<file path="src/rtl/i2c_fixreg_pkg.sv">
package i2c_fixreg_pkg;
   typedef enum logic [2:0] {
      FR_IDLE,
      FR_ADDR,
      FR_IDX,
      FR_WDATA,
      FR_RDATA,
      FR_SKIP
   } fr_state_t;

   localparam int unsigned BYTE_BITS = 8;
   localparam logic [3:0]  ACK_SLOT  = 4'd8;
   localparam logic [3:0]  ACK_DONE  = 4'd9;
endpackage

</file>
<file path="src/rtl/i2c_fixreg_sync.sv">
module i2c_fixreg_sync #(
   parameter int unsigned STAGES = 2
) (
   input  logic clk,
   input  logic rst_n,
   input  logic scl_raw,
   input  logic sda_raw,
   output logic scl_s,
   output logic sda_s,
   output logic scl_rise,
   output logic scl_fall,
   output logic start_det,
   output logic stop_det
);
   logic [STAGES-1:0] scl_ff;
   logic [STAGES-1:0] sda_ff;
   logic              scl_q;
   logic              sda_q;

   for (genvar g = 0; g < STAGES; g++) begin : g_stage
      if (g == 0) begin : g_first
         always_ff @(posedge clk or negedge rst_n) begin
            if (!rst_n) begin
               scl_ff[0] <= 1'b1;
               sda_ff[0] <= 1'b1;
            end else begin
               scl_ff[0] <= scl_raw;
               sda_ff[0] <= sda_raw;
            end
         end
      end else begin : g_next
         always_ff @(posedge clk or negedge rst_n) begin
            if (!rst_n) begin
               scl_ff[g] <= 1'b1;
               sda_ff[g] <= 1'b1;
            end else begin
               scl_ff[g] <= scl_ff[g-1];
               sda_ff[g] <= sda_ff[g-1];
            end
         end
      end
   end

   always_ff @(posedge clk or negedge rst_n) begin
      if (!rst_n) begin
         scl_q <= 1'b1;
         sda_q <= 1'b1;
      end else begin
         scl_q <= scl_ff[STAGES-1];
         sda_q <= sda_ff[STAGES-1];
      end
   end

   assign scl_s     = scl_ff[STAGES-1];
   assign sda_s     = sda_ff[STAGES-1];
   assign scl_rise  = scl_s & ~scl_q;
   assign scl_fall  = ~scl_s & scl_q;
   assign start_det = scl_s & scl_q & sda_q & ~sda_s;
   assign stop_det  = scl_s & scl_q & ~sda_q & sda_s;
endmodule

</file>
<file path="src/rtl/i2c_fixreg_idx.sv">
module i2c_fixreg_idx #(
   parameter int unsigned IDX_W = 6
) (
   input  logic             clk,
   input  logic             rst_n,
   input  logic             load,
   input  logic [IDX_W-1:0] din,
   output logic [IDX_W-1:0] idx
);
   always_ff @(posedge clk or negedge rst_n) begin
      if (!rst_n)    idx <= '0;
      else if (load) idx <= din;
   end
endmodule

</file>
<file path="src/rtl/i2c_fixreg_engine.sv">
module i2c_fixreg_engine
   import i2c_fixreg_pkg::*;
#(
   parameter logic [6:0]  DEV_ADDR = 7'h2A,
   parameter int unsigned IDX_W    = 6,
   parameter int unsigned DATA_W   = 8
) (
   input  logic              clk,
   input  logic              rst_n,
   input  logic              sda_s,
   input  logic              scl_rise,
   input  logic              scl_fall,
   input  logic              start_det,
   input  logic              stop_det,
   output logic              idx_load,
   output logic [IDX_W-1:0]  idx_val,
   input  logic [DATA_W-1:0] rdata,
   output logic              wr_stb,
   output logic [DATA_W-1:0] wdata,
   output logic              rd_stb,
   output logic              sda_pull
);
   localparam int unsigned MSB = DATA_W - 1;

   fr_state_t         state;
   logic [3:0]        bitcnt;
   logic [DATA_W-1:0] shreg;
   logic              own_ack;
   logic              active;

   assign active  = (state != FR_IDLE) && (state != FR_SKIP);
   assign idx_val = shreg[IDX_W-1:0];

   always_ff @(posedge clk or negedge rst_n) begin
      if (!rst_n) begin
         state    <= FR_IDLE;
         bitcnt   <= '0;
         shreg    <= '0;
         own_ack  <= 1'b0;
         sda_pull <= 1'b0;
         wr_stb   <= 1'b0;
         rd_stb   <= 1'b0;
         idx_load <= 1'b0;
         wdata    <= '0;
      end else begin
         wr_stb   <= 1'b0;
         rd_stb   <= 1'b0;
         idx_load <= 1'b0;
         if (rd_stb) shreg <= rdata;
         if (start_det) begin
            state    <= FR_ADDR;
            bitcnt   <= '0;
            own_ack  <= 1'b0;
            sda_pull <= 1'b0;
         end else if (stop_det) begin
            state    <= FR_IDLE;
            bitcnt   <= '0;
            own_ack  <= 1'b0;
            sda_pull <= 1'b0;
         end else if (active) begin
            if (scl_rise) begin
               if (bitcnt == ACK_SLOT) begin
                  bitcnt <= ACK_DONE;
                  if (state == FR_RDATA) begin
                     if (own_ack || !sda_s) rd_stb <= 1'b1;
                     else                   state  <= FR_SKIP;
                  end
               end else if (bitcnt < ACK_SLOT) begin
                  bitcnt <= bitcnt + 4'd1;
                  if (state != FR_RDATA) shreg <= {shreg[MSB-1:0], sda_s};
               end
            end else if (scl_fall) begin
               if (bitcnt == ACK_SLOT) begin
                  case (state)
                     FR_ADDR: begin
                        if (shreg[MSB:1] == DEV_ADDR) begin
                           sda_pull <= 1'b1;
                           own_ack  <= 1'b1;
                           state    <= shreg[0] ? FR_RDATA : FR_IDX;
                        end else begin
                           state <= FR_SKIP;
                        end
                     end
                     FR_IDX: begin
                        idx_load <= 1'b1;
                        sda_pull <= 1'b1;
                        own_ack  <= 1'b1;
                        state    <= FR_WDATA;
                     end
                     FR_WDATA: begin
                        wr_stb   <= 1'b1;
                        wdata    <= shreg;
                        sda_pull <= 1'b1;
                        own_ack  <= 1'b1;
                     end
                     default: sda_pull <= 1'b0;
                  endcase
               end else if (bitcnt == ACK_DONE) begin
                  bitcnt   <= '0;
                  own_ack  <= 1'b0;
                  sda_pull <= (state == FR_RDATA) ? ~shreg[MSB] : 1'b0;
               end else if (state == FR_RDATA && bitcnt != 4'd0) begin
                  shreg    <= {shreg[MSB-1:0], 1'b0};
                  sda_pull <= ~shreg[MSB-1];
               end
            end
         end
      end
   end
endmodule

</file>
<file path="src/rtl/i2c_fixreg_target.sv">
module i2c_fixreg_target #(
   parameter logic [6:0]  DEV_ADDR    = 7'h2A,
   parameter int unsigned IDX_W       = 6,
   parameter int unsigned DATA_W      = 8,
   parameter int unsigned SYNC_STAGES = 2
) (
   input  logic              clk,
   input  logic              rst_n,
   input  logic              scl_in,
   input  logic              sda_in,
   output logic              sda_pull,
   output logic [IDX_W-1:0]  reg_idx,
   output logic              reg_wr,
   output logic [DATA_W-1:0] reg_wdata,
   output logic              reg_rd,
   input  logic [DATA_W-1:0] reg_rdata
);
   if (DATA_W != i2c_fixreg_pkg::BYTE_BITS) begin : g_bad_data_w
      $error("DATA_W must equal the bus byte width of 8");
   end
   if (IDX_W < 1 || IDX_W > DATA_W) begin : g_bad_idx_w
      $error("IDX_W must lie between 1 and DATA_W");
   end
   if (SYNC_STAGES < 2) begin : g_bad_sync
      $error("SYNC_STAGES must be at least 2");
   end

   logic             scl_s;
   logic             sda_s;
   logic             scl_rise;
   logic             scl_fall;
   logic             start_det;
   logic             stop_det;
   logic             idx_load;
   logic [IDX_W-1:0] idx_val;

   i2c_fixreg_sync #(.STAGES(SYNC_STAGES)) u_sync (
      .clk       (clk),
      .rst_n     (rst_n),
      .scl_raw   (scl_in),
      .sda_raw   (sda_in),
      .scl_s     (scl_s),
      .sda_s     (sda_s),
      .scl_rise  (scl_rise),
      .scl_fall  (scl_fall),
      .start_det (start_det),
      .stop_det  (stop_det)
   );

   i2c_fixreg_engine #(
      .DEV_ADDR (DEV_ADDR),
      .IDX_W    (IDX_W),
      .DATA_W   (DATA_W)
   ) u_engine (
      .clk       (clk),
      .rst_n     (rst_n),
      .sda_s     (sda_s),
      .scl_rise  (scl_rise),
      .scl_fall  (scl_fall),
      .start_det (start_det),
      .stop_det  (stop_det),
      .idx_load  (idx_load),
      .idx_val   (idx_val),
      .rdata     (reg_rdata),
      .wr_stb    (reg_wr),
      .wdata     (reg_wdata),
      .rd_stb    (reg_rd),
      .sda_pull  (sda_pull)
   );

   i2c_fixreg_idx #(.IDX_W(IDX_W)) u_idx (
      .clk   (clk),
      .rst_n (rst_n),
      .load  (idx_load),
      .din   (idx_val),
      .idx   (reg_idx)
   );
endmodule

</file>
<file path="config.mk">
export PLATFORM = sky130hd
export DESIGN_NAME = i2c_fixreg_target
export DESIGN_NICKNAME = d
export VERILOG_FILES = /design/src/rtl/i2c_fixreg_pkg.sv /design/src/rtl/i2c_fixreg_sync.sv /design/src/rtl/i2c_fixreg_idx.sv /design/src/rtl/i2c_fixreg_engine.sv /design/src/rtl/i2c_fixreg_target.sv
export SDC_FILE = /design/constraint.sdc
export NUM_CORES = 1
export LEC_CHECK = 0
export BUFFER_PORTS_ARGS = -buffer_cell sky130_fd_sc_hd__buf_4
export CAP_MARGIN = 15
export CORE_ASPECT_RATIO = 1.25
export CORE_MARGIN = 2
export CORE_UTILIZATION = 40
export CTS_BUF_LIST = sky130_fd_sc_hd__clkbuf_8 sky130_fd_sc_hd__clkbuf_16
export CTS_CLUSTER_SIZE = 20
export DETAILED_ROUTE_END_ITERATION = 12
export PLACE_DENSITY_LB_ADDON = 0.12
export SLEW_MARGIN = 20
export SYNTH_ARGS = -nofsm -noshare
export SYNTH_HDL_FRONTEND = slang
export SYNTH_SLANG_ARGS = --single-unit
</file>
<file path="constraint.sdc">
create_clock -name clk -period 2.77 [get_ports clk]
set_clock_uncertainty 0.15 [all_clocks]
set_input_delay 0 -clock clk [delete_from_list [all_inputs] [get_ports clk]]
set_output_delay 0 -clock clk [all_outputs]
set_load 0.02 [all_outputs]
</file>
==> summary.json <==
{
  "cts": {
    "clk-insertion-delay-late_ns": 0.29,
    "cts.htree.levels": 2,
    "post-cts-setup-buffers": 0,
    "post_cts_resize_count": 0,
    "clkTransAtPathRegs_ns": 0.08,
    "cts.hold.buffers_added": 11,
    "max-clock-path-buffers": 2,
    "tritoncts.num_buffers": 5,
    "cts_tree": "done",
    "clock_sink_count": 40,
    "ctsRootBufferMaster": "sky130_fd_sc_hd__clkbuf_8"
  },
  "flow_run": {
    "max-cap-violations": 0
  },
  "synthesis": {
    "flip_flop_and_latch_count_after_synthesis": 40,
    "synth-async-reset-ratio_pct": 100.0,
    "synth_adder_area_share_pct": 3.766,
    "yosys.cell_types.count": 43,
    "largest_area_contributor_in_the_synthesized_netlist": "sky130_fd_sc_hd__dfrtp_1",
    "synth.mux.area_fraction_pct": 16.64,
    "yosysMostFrequentCell": "sky130_fd_sc_hd__dfrtp_1",
    "synth_commonest_cells": "sky130_fd_sc_hd__dfrtp_1, sky130_fd_sc_hd__mux2_2, sky130_fd_sc_hd__inv_1, sky130_fd_sc_hd__nor2_1, sky130_fd_sc_hd__nor3_1",
    "synth_compound_area_share_pct": 9.605,
    "fraction_of_synthesized_cell_area_in_xor_and_xnor_cells_pct": 1.318,
    "synth_simple_gate_area_share_pct": 14.25,
    "postSynthAreaPerCell_um2": 11.72,
    "mappedNetlistArea_um2": 1993,
    "ys_dominant_reg_cell": "sky130_fd_sc_hd__dfrtp_1",
    "synth.yosys.warnings": 0,
    "dominant_combinational_cell_family_by_area_after_synthesis": "multiplexers",
    "synthesis.instances": 170,
    "number_of_enable_type_register_cells_in_the_synthesized_netlist": 0,
    "yosys.area.top_type_share_pct": 42.69,
    "synth_area_leaders": "sky130_fd_sc_hd__dfrtp_1, sky130_fd_sc_hd__mux2_2, sky130_fd_sc_hd__dfstp_2",
    "postSynthNetCount": 188,
    "yosysSeqAreaShare_pct": 50.60
  },
  "worst_setup_path": {
    "critPathKind": "reg -> reg",
    "critical_path.slowest_cell": "sky130_fd_sc_hd__or4_1",
    "crit_arrival_ns": 2.54,
    "crit_path_max_incr_delay_ns": 0.58,
    "critPathCaptureType": "flip-flop",
    "crit_chain": "inv_1 -> ha_1 -> or4_1 -> a2111oi_4 -> nor2_1 -> a311oi_1",
    "critPathRequiredTime_ns": 2.82,
    "r2r_setup_slack_ns": 0.28,
    "critPathBufInv": 1,
    "path_max_fanout": 7,
    "timing.critical_path.max_delay_family": "compound AO/OA/AOI/OAI gates",
    "critical_path.startpoint_type": "flip-flop"
  },
  "route": {
    "drt-total-wl_um": 4296,
    "vias": 1453,
    "drc_errors": 0,
    "drtAntennaViolNets": 0,
    "avgViaCountPerCell": 5.322,
    "detail_route.wl_per_cell_um": 15.74,
    "first_pass_iters": 4,
    "detail_route.iter0.violations": 74
  },
  "outcome": {
    "status": "complete, no violations"
  },
  "finish": {
    "multi_input_gate_area_in_the_final_layout_um2": 908.4,
    "design.final.nets": 230,
    "final.fill_count": 449,
    "synthToLayoutAreaGrowth_pct": 24.61,
    "antennaDiodeCount": 0,
    "final_instance_area_um2": 2484,
    "layout.area.seq_um2": 1008,
    "drive_above_1_share_pct": 35.68,
    "layout.core_utilization_pct": 52.13
  },
  "floorplanning": {
    "fp.dieH_um": 82.92,
    "chipWidth_um": 67.14,
    "floorplan.initialDensity_pct": 41.83,
    "pin_count": 29,
    "fp-row-count": 28,
    "die_area_um2": 5567,
    "design.core.area_um2": 4765
  },
  "global_routing": {
    "first_global_vias": 1481,
    "grt_start_max_net_pins": 41,
    "global_route_wire_length_before_repair_um": 7286,
    "grt_use_total_pct": 17.31,
    "antenna_found_initial": 0,
    "grt_remaining_overflow": 0
  },
  "sta": {
    "layout_worst_path_cycle_share_pct": 90.05,
    "report.final.slew_viol_count": 0,
    "final_hold_viol_count": 0,
    "achievable-frequency_ghz": 0.4009,
    "max_slew.worst_pin.slew_ns": 0.5526,
    "setup_viols_final": 0,
    "period_minus_slack_ns": 2.494,
    "tns_ns": 0,
    "rsz0062_at_grt": "no",
    "max-slew-margin-rel_pct": 62.88
  },
  "hold_path": {
    "worstHoldPathType": "in -> async"
  },
  "power": {
    "pwr_density_cell_nw_per_um2": 527.8,
    "power.static_leakage_nw": 1.122,
    "peakVddDrop_mv": 0.4242
  },
  "place": {
    "final_weighted_congestion_in_routability_driven_placement": 0.8115,
    "port_buffers": 28,
    "dp.final_hpwl_um": 3003,
    "postPlaceCellArea_um2": 2262
  }
}
through the flow:
stage	total power [mW]	instances	hold slack (ns)	setup slack (ns)
4_1_cts	1.328	273	0.08857	0.2847
6_report	1.311	273	0.06237	0.2757
3_5_place_dp	0.8328	254	-0.1404	0.3017
5_1_grt	1.367	273	0.1022	0.07774
2_1_floorplan	0.7723	170	-0.4456	0.4317
3_3_place_gp	0.8284	254	-0.1486	0.3751
state kept, by name, indices dropped and copies added (netlist names):
signal,cells
u_engine.wdata,8
u_engine.rd_stb,1
u_engine.shreg,8
u_engine.own_ack,1
u_sync.scl_q,1
u_engine.idx_load,1
u_sync.sda_ff,1
u_sync.sda_s,1
u_engine.sda_pull,1
u_sync.sda_q,1
u_sync.scl_s,1
u_engine.bitcnt,4
u_sync.scl_ff,1
u_engine.wr_stb,1
u_engine.state,3
u_idx.idx,6
power by group:
| group | leakage [nW] | switching (mW) | internal [mW] |
|---|---|---|---|
| Combinational | 0.538 | 0.0664 | 0.0832 |
| Clock | 0.0541 | 0.211 | 0.267 |
| Sequential | 0.529 | 0.0532 | 0.631 |
| Total | 1.12 | 0.330 | 0.981 |
worst paths after layout:
path / startpoint / end / cells past startpoint
worst max-delay path: u_sync.scl_s$_DFF_PN1_ / u_engine.state[2]$_DFFE_PN0P_ / 6
worst min-delay path: rst_n / u_engine.bitcnt[3]$_DFFE_PN0P_ / 2
worst max register to register: u_sync.scl_s$_DFF_PN1_ / u_engine.state[2]$_DFFE_PN0P_ / 6
worst min register to register: u_sync.sda_ff[0]$_DFF_PN1_ / u_sync.sda_s$_DFF_PN1_ / 0
max in group asynchronous: rst_n / u_sync.sda_s$_DFF_PN1_ / 2
min in group clk: u_sync.sda_ff[0]$_DFF_PN1_ / u_sync.sda_s$_DFF_PN1_ / 0
cell type report:
type | instances | area share, %
clock buffers | 5 | 2.771
repair buffers | 43 | 14.11
well taps | 60 | 3.023
clock inverters | 3 | 1.713
inverters | 8 | 1.209
multi-input cells | 114 | 36.57
flip-flops and latches | 40 | 40.60
cells in the final DEF, fill, tap and decap left out, drive strengths merged, types with 2 or more instances in the layout:
cell type / netlist / final
dfrtp: 34 / 34
mux2: 25 / 25
dfstp: 6 / 6
nand3b: 3 / 3
dlygate4sd3: 0 / 11
xnor2: 2 / 2
inv: 8 / 8
buf: 4 / 32
or2: 2 / 2
o21ai: 4 / 4
mux2i: 5 / 5
nor2b: 5 / 5
a21oi: 8 / 8
a311oi: 2 / 2
nor3: 8 / 8
nand3: 3 / 3
nor4bb: 2 / 2
or3b: 2 / 2
nand2: 7 / 7
ha: 6 / 6
nor2: 8 / 8
nor4: 2 / 2
o32ai: 2 / 2
nand2b: 3 / 3
a211oi: 2 / 2
clkbuf: 4 / 5
o31ai: 2 / 2
cells by family (layout without fill, tap and decap cells):
family,count (synthesis),after routing
compound gates,25,25
xor+xnor,3,3
flops,40,40
fa+ha+maj,6,6
simple gates,50,50
buf+inv,16,59
mux,30,30
worst reg2reg max path, cell delays in order (launching register included):
cell and delay, ns:
sky130_fd_sc_hd__dfstp_2 0.57, sky130_fd_sc_hd__inv_1 0.05, sky130_fd_sc_hd__ha_1 0.20, sky130_fd_sc_hd__or4_1 0.58, sky130_fd_sc_hd__a2111oi_4 0.53, sky130_fd_sc_hd__nor2_1 0.08, sky130_fd_sc_hd__a311oi_1 0.24
metal layers:
metal  global-route usage [%]  share of wire, %  up-vias
met1                    21.62                42      716
met3                    4.065               3.6        7
met2                    28.53                53       39
met4                    6.308               1.8        0
met5                        0                 0        -
li1                         -                 -      691
Power figures use the tool's default switching activity.
